<file path="src/rtl/icap_pkg.sv">
package icap_pkg;
  localparam int REG_W = 16;

  localparam logic [1:0] ADDR_CFG  = 2'd0;
  localparam logic [1:0] ADDR_STAT = 2'd1;
  localparam logic [1:0] ADDR_EVT  = 2'd2;
  localparam logic [1:0] ADDR_CAP  = 2'd3;

  // configuration word, MSB first so it maps onto bits [12:0]
  typedef struct packed {
    logic       dmaEn;
    logic       irqEn;
    logic       chEn;
    logic [1:0] pscCode;
    logic [1:0] polSel;
    logic [3:0] fltCode;
    logic [1:0] selMode;
  } cfg_t;

  localparam int CFG_W = $bits(cfg_t);

  // strobes from control to datapath
  typedef struct packed {
    logic capture;
    logic clrCap;
    logic clrOvr;
    logic capLoad;
  } strobe_t;
endpackage

</file>
<file path="src/rtl/icap_filter.sv">
module icap_filter #(
  parameter int SAMP_DIV = 4
) (
  input  logic       clk,
  input  logic       rstN,
  input  logic       rawIn,
  input  logic [3:0] fltCode,
  output logic       level
);
  localparam int DIV_W = (SAMP_DIV > 1) ? $clog2(SAMP_DIV) : 1;
  localparam int RUN_W = 4;

  logic             syncA, syncIn;
  logic [DIV_W-1:0] divCnt;
  logic             divTick, sampleEn, slowMode;
  logic [RUN_W-1:0] need, runCnt;

  // two-flop synchroniser
  always_ff @(posedge clk) begin
    if (!rstN) begin
      syncA  <= 1'b0;
      syncIn <= 1'b0;
    end else begin
      syncA  <= rawIn;
      syncIn <= syncA;
    end
  end

  // divided sampling tick
  always_ff @(posedge clk) begin
    if (!rstN) divCnt <= '0;
    else if (divTick) divCnt <= '0;
    else divCnt <= divCnt + 1'b1;
  end
  assign divTick = (divCnt == DIV_W'(SAMP_DIV - 1));

  always_comb begin
    case (fltCode)
      4'd0:    need = 4'd1;
      4'd1:    need = 4'd2;
      4'd2:    need = 4'd4;
      4'd3:    need = 4'd8;
      default: need = fltCode[0] ? 4'd8 : 4'd6;
    endcase
  end
  assign slowMode = (fltCode[3:2] != 2'b00);
  assign sampleEn = slowMode ? divTick : 1'b1;

  always_ff @(posedge clk) begin
    if (!rstN) begin
      level  <= 1'b0;
      runCnt <= '0;
    end else if (sampleEn) begin
      if (syncIn != level) begin
        if (runCnt == need - 1'b1) begin
          level  <= syncIn;
          runCnt <= '0;
        end else begin
          runCnt <= runCnt + 1'b1;
        end
      end else begin
        runCnt <= '0;
      end
    end
  end


  property pFltFollow;
    @(posedge clk) disable iff (!rstN)
      (level != $past(level)) |-> ($past(syncIn) == level && $past(sampleEn));
  endproperty
  flt_follow_chk: assert property (pFltFollow);


  property pFltHold;
    @(posedge clk) disable iff (!rstN)
      (sampleEn && syncIn != level && runCnt != need - 1'b1) |=> $stable(level);
  endproperty
  flt_short_run_chk: assert property (pFltHold);
endmodule

</file>
<file path="src/rtl/icap_ctrl.sv">
module icap_ctrl
  import icap_pkg::*;
#(
  parameter int CNT_W = 16
) (
  input  logic             clk,
  input  logic             rstN,
  input  logic             busWr,
  input  logic             busRd,
  input  logic [1:0]       busAddr,
  input  logic [REG_W-1:0] busWdata,
  output logic [REG_W-1:0] busRdata,
  input  logic             filtLvl,
  input  logic [CNT_W-1:0] capVal,
  input  logic             capFlag,
  input  logic             ovrFlag,
  output cfg_t             cfg,
  output strobe_t          strb,
  output logic [REG_W-1:0] loadData
);
  localparam int PSC_W = 3;

  logic             prevLvl, riseE, fallE, actEdge;
  logic             inMode, armed, pinRouted, pinEdge, pinEvt, swEvt;
  logic [PSC_W-1:0] pscCnt, pscMask;
  logic             wrCfg, wrStat, wrEvt, wrCap, rdCap;

  assign wrCfg  = busWr && busAddr == ADDR_CFG;
  assign wrStat = busWr && busAddr == ADDR_STAT;
  assign wrEvt  = busWr && busAddr == ADDR_EVT;
  assign wrCap  = busWr && busAddr == ADDR_CAP;
  assign rdCap  = busRd && busAddr == ADDR_CAP;

  always_ff @(posedge clk) begin
    if (!rstN) cfg <= '0;
    else if (wrCfg) cfg <= cfg_t'(busWdata[CFG_W-1:0]);
  end

  // edge detection on the filtered level
  always_ff @(posedge clk) begin
    if (!rstN) prevLvl <= 1'b0;
    else prevLvl <= filtLvl;
  end
  assign riseE = filtLvl && !prevLvl;
  assign fallE = !filtLvl && prevLvl;

  always_comb begin
    case (cfg.polSel)
      2'b01:   actEdge = fallE;
      2'b11:   actEdge = riseE || fallE;
      default: actEdge = riseE;
    endcase
  end

  assign inMode    = (cfg.selMode != 2'b00);
  assign armed     = inMode && cfg.chEn;
  assign pinRouted = (cfg.selMode == 2'b01);
  assign pinEdge   = armed && pinRouted && actEdge;

  // edge prescaler
  always_comb begin
    case (cfg.pscCode)
      2'd0:    pscMask = 3'b000;
      2'd1:    pscMask = 3'b001;
      2'd2:    pscMask = 3'b011;
      default: pscMask = 3'b111;
    endcase
  end

  always_ff @(posedge clk) begin
    if (!rstN || !armed) pscCnt <= '0;
    else if (pinEdge) pscCnt <= ((pscCnt & pscMask) == pscMask) ? '0 : pscCnt + 1'b1;
  end

  assign pinEvt = pinEdge && ((pscCnt & pscMask) == pscMask);
  assign swEvt  = wrEvt && busWdata[0] && armed;

  always_comb begin
    strb.capture = pinEvt || swEvt;
    strb.clrCap  = rdCap || (wrStat && !busWdata[0]);
    strb.clrOvr  = wrStat && !busWdata[1];
    strb.capLoad = wrCap && !inMode;
  end
  assign loadData = busWdata;

  always_comb begin
    case (busAddr)
      ADDR_CFG:  busRdata = REG_W'(cfg);
      ADDR_STAT: busRdata = REG_W'({ovrFlag, capFlag});
      ADDR_CAP:  busRdata = REG_W'(capVal);
      default:   busRdata = '0;
    endcase
  end


  property pNoCapOff;
    @(posedge clk) disable iff (!rstN) !cfg.chEn |-> !strb.capture;
  endproperty
  no_cap_disabled_chk: assert property (pNoCapOff);


  property pNoLoadIn;
    @(posedge clk) disable iff (!rstN) (cfg.selMode != 2'b00) |-> !strb.capLoad;
  endproperty
  no_load_input_chk: assert property (pNoLoadIn);


  property pSwEvt;
    @(posedge clk) disable iff (!rstN)
      (busWr && busAddr == ADDR_EVT && busWdata[0] && cfg.chEn && cfg.selMode != 2'b00)
        |-> strb.capture;
  endproperty
  sw_event_chk: assert property (pSwEvt);


  property pPinGate;
    @(posedge clk) disable iff (!rstN)
      (cfg.selMode != 2'b01 && !(busWr && busAddr == ADDR_EVT)) |-> !strb.capture;
  endproperty
  pin_route_chk: assert property (pPinGate);
endmodule

</file>
<file path="src/rtl/icap_dpath.sv">
module icap_dpath
  import icap_pkg::*;
#(
  parameter int CNT_W = 16
) (
  input  logic             clk,
  input  logic             rstN,
  input  logic [CNT_W-1:0] cntVal,
  input  logic [REG_W-1:0] loadData,
  input  strobe_t          strb,
  input  logic             irqEn,
  input  logic             dmaEn,
  output logic [CNT_W-1:0] capReg,
  output logic             capFlag,
  output logic             ovrFlag,
  output logic             irqReq,
  output logic             dmaReq
);
  always_ff @(posedge clk) begin
    if (!rstN) capReg <= '0;
    else if (strb.capture) capReg <= cntVal;
    else if (strb.capLoad) capReg <= loadData[CNT_W-1:0];
  end

  always_ff @(posedge clk) begin
    if (!rstN) begin
      capFlag <= 1'b0;
      ovrFlag <= 1'b0;
      dmaReq  <= 1'b0;
    end else begin
      if (strb.capture) capFlag <= 1'b1;
      else if (strb.clrCap) capFlag <= 1'b0;

      if (strb.capture && capFlag) ovrFlag <= 1'b1;
      else if (strb.clrOvr) ovrFlag <= 1'b0;

      dmaReq <= strb.capture && dmaEn;
    end
  end

  assign irqReq = capFlag && irqEn;


  property pCapVal;
    @(posedge clk) disable iff (!rstN) strb.capture |=> capReg == $past(cntVal);
  endproperty
  cap_value_chk: assert property (pCapVal);


  property pCapWins;
    @(posedge clk) disable iff (!rstN) strb.capture |=> capFlag;
  endproperty
  cap_wins_chk: assert property (pCapWins);


  property pOvr;
    @(posedge clk) disable iff (!rstN) (strb.capture && capFlag) |=> ovrFlag;
  endproperty
  ovr_set_chk: assert property (pOvr);


  property pDma;
    @(posedge clk) disable iff (!rstN) dmaReq |-> $past(strb.capture);
  endproperty
  dma_pulse_chk: assert property (pDma);
endmodule

</file>
<file path="src/rtl/icap_channel.sv">
module icap_channel
  import icap_pkg::*;
#(
  parameter int CNT_W    = 16,
  parameter int SAMP_DIV = 4
) (
  input  logic             clk,
  input  logic             rstN,
  input  logic [CNT_W-1:0] cntVal,
  input  logic             pinIn,
  input  logic             busWr,
  input  logic             busRd,
  input  logic [1:0]       busAddr,
  input  logic [REG_W-1:0] busWdata,
  output logic [REG_W-1:0] busRdata,
  output logic             irqReq,
  output logic             dmaReq
);
  cfg_t             cfg;
  strobe_t          strb;
  logic             filtLvl, capFlag, ovrFlag;
  logic [CNT_W-1:0] capReg;
  logic [REG_W-1:0] loadData;

  icap_filter #(.SAMP_DIV(SAMP_DIV)) uFilt (
    .clk(clk), .rstN(rstN), .rawIn(pinIn), .fltCode(cfg.fltCode), .level(filtLvl)
  );

  icap_ctrl #(.CNT_W(CNT_W)) uCtrl (
    .clk(clk), .rstN(rstN), .busWr(busWr), .busRd(busRd), .busAddr(busAddr),
    .busWdata(busWdata), .busRdata(busRdata), .filtLvl(filtLvl), .capVal(capReg),
    .capFlag(capFlag), .ovrFlag(ovrFlag), .cfg(cfg), .strb(strb), .loadData(loadData)
  );

  icap_dpath #(.CNT_W(CNT_W)) uDp (
    .clk(clk), .rstN(rstN), .cntVal(cntVal), .loadData(loadData), .strb(strb),
    .irqEn(cfg.irqEn), .dmaEn(cfg.dmaEn), .capReg(capReg), .capFlag(capFlag),
    .ovrFlag(ovrFlag), .irqReq(irqReq), .dmaReq(dmaReq)
  );
endmodule

</file>
<file path="config.mk">
export PLATFORM = sky130hd
export DESIGN_NAME = icap_channel
export DESIGN_NICKNAME = d
export VERILOG_FILES = /design/src/rtl/icap_pkg.sv /design/src/rtl/icap_filter.sv /design/src/rtl/icap_ctrl.sv /design/src/rtl/icap_dpath.sv /design/src/rtl/icap_channel.sv
export SDC_FILE = /design/constraint.sdc
export NUM_CORES = 1
export LEC_CHECK = 0
export BUFFER_PORTS_ARGS = -buffer_cell sky130_fd_sc_hd__buf_2
export CORE_UTILIZATION = 48
export CTS_CLUSTER_DIAMETER = 80
export DETAILED_ROUTE_END_ITERATION = 12
export PLACE_DENSITY = 0.72
export SKIP_CTS_REPAIR_TIMING = 1
export SLEW_MARGIN = 20
export SYNTH_ARGS = -nofsm -noshare
export SYNTH_HDL_FRONTEND = slang
export SYNTH_HIERARCHICAL = 1
export SYNTH_SLANG_ARGS = --single-unit
</file>
<file path="constraint.sdc">
create_clock -name clk -period 2.8 [get_ports clk]
set_input_delay 0.42 -clock clk [delete_from_list [all_inputs] [get_ports clk]]
set_output_delay 0.42 -clock clk [all_outputs]
set_load 0.05 [all_outputs]
</file>
==> flow_metrics.tcl <==
set metrics [dict create \
    outcome "finished clean" \
    grt_pass1_wl_um 9549 \
    report.final.slew_viol_count 0 \
    rsz0062_at_grt "false" \
    vias 2155 \
    setup_viol 0 \
    internal_power_mw 0.9685 \
    clk_latency_ns 0.29 \
    syn_to_final_growth_pct 12.25 \
    ys_seq_area_share_pct 34.06 \
    skew_ns 0.005676 \
    viasPerCell 5.401 \
    cts_buffers 5 \
    ant_nets 0 \
    peakVddDrop_uv 285.3 \
    cts.sinks 45 \
    synth_edf_count 0 \
    p_per_area_mw_per_mm2 435.4 \
    period_needed_ns 2.181 \
    hold_violations 0 \
    fillers 492 \
    slew_headroom_pct 58.02 \
    layout-drive-gt1-share_pct 29.79 \
    die_w_um 76.23 \
    cts_tree "built" \
    worst_slack_ns 0.6189 \
    finalSetupTns_ns 0 \
    routedWlPerCell_um 13.88 \
    routed_wirelength_um 5538 \
    cp-end-kind "flop" \
    drt-initial-drc-count 90 \
    p_seq_share_pct 52.4 \
    path_clk_slew_ns 0.08 \
    min_path_type "input port to flop" \
    layout_common_cells "buf_2 (56), dfxtp_1 (45), nand2_1 (39)" \
    drt-pass1-iter-count 4 \
    synth-seq-cells 45 \
    synth_ff_type "dfxtp_1" \
    syn_area_mm2 0.002645 \
    ys_types 56 \
    path_class "flop to flop" \
    cap_violations 0 \
    avgSynthCellArea_um2 9.121 \
    period_share_pct 77.90 \
    async_reset_ff_share_pct 0 \
    nets 372 \
    antenna_found_initial 0 \
    pre_cts_ws_ns 0.6122 \
    die_h_um 76.23 \
    gp_congestion 0.7924 \
    leakage_nw 1.393 \
    required_ns 2.99 \
    pwr-share-clk_pct 33.6 \
    root_buffer "clkbuf_8" \
    ios 57 \
    path_max_fanout 35 \
    fp-row-count 26 \
    grt_pass1_vias 2086 \
    grt_max_degree 36 \
    p_switching_mw 0.3242 \
    start_util_pct 50.82 \
    antenna_cells 0 \
    multi_input_area_mm2 0.001526 \
    grt_usage_pct 20.49 \
    max_freq_mhz 458.5 \
    placeableCoreArea_mm2 0.005205 \
    p_comb_share_pct 14.0 \
    switching_share_pct 25.08 \
    syn_nets 334 \
    die_area_mm2 0.005811 \
    worst_pin_slew_ns 0.6255 \
    cts_buffer_depth 2 \
    syn_inst 290 \
    start_kind "flop" \
    final_common_cell "buf_2" \
    cts_max_level 2 \
    cp.arrival_ns 2.38 \
    gr-total-overflow 0 \
    ff_latch_area_um2 900.9 \
    drcViolationCount 0 \
    yosysWarnings 6 \
    port_buffers 56 \
    dp_hpwl_um 3898 \
]
-- cell families (layout without fill, tap and decap cells) --
group | Yosys count | after routing | share of synthesized area [%]
fa+ha+maj | 5 | 5 | 2.365
mux | 19 | 19 | 9.413
flops | 45 | 45 | 34.06
compound gates | 73 | 73 | 22.09
xor+xnor | 3 | 3 | 0.9936
simple gates | 110 | 110 | 22.61
buf+inv | 35 | 74 | 8.467
-- metal layers --
metal	wire, um	global-route usage (%)
met1	2757	27.18
met2	2535	33.60
met3	229	4.192
met4	16	5.769
met5	0	0
-- metrics by stage --
stage               utilization, %  hold WS [ns]  instance area [um2]  power, mW  instances
finish                       57.04        0.3336                 2969      1.293        399
CTS                          57.04        0.3288                 2969      1.309        399
detailed placement           55.10        0.4217                 2868     0.8730        391
global placement             55.10        0.4169                 2868     0.8701        391
global route                 57.04        0.3270                 2969      1.353        399
floorplan                        -        0.4049                 2645     0.8286        290
-- power groups by stage --
| stage | sequential, mW | combinational (mW) | clock, mW |
|---|---|---|---|
| floorplan | 0.688 | 0.141 | 0 |
| global placement | 0.691 | 0.179 | 0 |
| detailed placement | 0.692 | 0.181 | 0 |
| CTS | 0.677 | 0.181 | 0.450 |
| global route | 0.681 | 0.198 | 0.475 |
| finish | 0.677 | 0.180 | 0.435 |
-- layout make-up --
class | instances | share of cell area, %
Clock buffer | 7 | 3.245
Tap cell | 70 | 2.950
Clock inverter | 1 | 0.1686
Inverter | 4 | 0.5057
Multi-Input combinational cell | 210 | 51.41
Timing Repair Buffer | 62 | 11.38
Sequential cell | 45 | 30.34
-- worst paths after layout --
check	start	to	slack, ns	cells after the start
max	uFilt/level$_SDFFE_PN0P_	uDp/capReg[4]$_SDFFE_PN0P_	0.62	9
min	pinIn	uFilt/syncA$_SDFF_PN0_	0.33	2
max reg2reg	uFilt/level$_SDFFE_PN0P_	uDp/capReg[4]$_SDFFE_PN0P_	0.62	9
min reg2reg	uFilt/divCnt[0]$_SDFF_PP0_	uFilt/divCnt[0]$_SDFF_PP0_	0.44	1
-- registers in the layout, summed over array words and instances, names as in the netlist, 2 cells and up --
name and flops:
uDp/capReg 16, uFilt/runCnt 4, uCtrl/cfg 13, uFilt/divCnt 2, uCtrl/pscCnt 3
-- worst max-delay path, stage by stage (launching register included) --
cell	delay, ns
dfxtp_1	0.45
inv_1	0.07
ha_1	0.28
and2_1	0.16
o21ai_0	0.28
nand2_1	0.12
o22ai_2	0.16
buf_12	0.21
or2b_1	0.24
o211a_1	0.12
-- synthesized netlist by cell type (all sizes together) (2+ instances only) --
master / count / area (um2)
dfxtp: 45 / 900.9
nand2: 40 / 152.6
buf: 23 / 177.7
mux2: 17 / 229.0
o211a: 16 / 160.2
a21boi: 15 / 112.6
nor2: 12 / 45.04
a22o: 11 / 97.59
nand2b: 10 / 62.56
o21ai: 9 / 45.04
clkbuf: 8 / 31.28
or2b: 8 / 60.06
and2: 7 / 43.80
and3: 5 / 31.28
ha: 5 / 62.56
nor3: 5 / 36.29
o21a: 5 / 37.54
inv: 4 / 15.01
nand3: 4 / 20.02
nor2b: 4 / 25.02
nand4: 3 / 18.77
o22ai: 3 / 18.77
a211oi: 2 / 15.01
a21oi: 2 / 10.01
mux2i: 2 / 20.02
nand4b: 2 / 17.52
nor3b: 2 / 15.01
o31a: 2 / 18.77
o31ai: 2 / 15.01
or2: 2 / 12.51
or4: 2 / 18.77
xor2: 2 / 17.52
No activity file was read; power rests on OpenSTA's default activity.
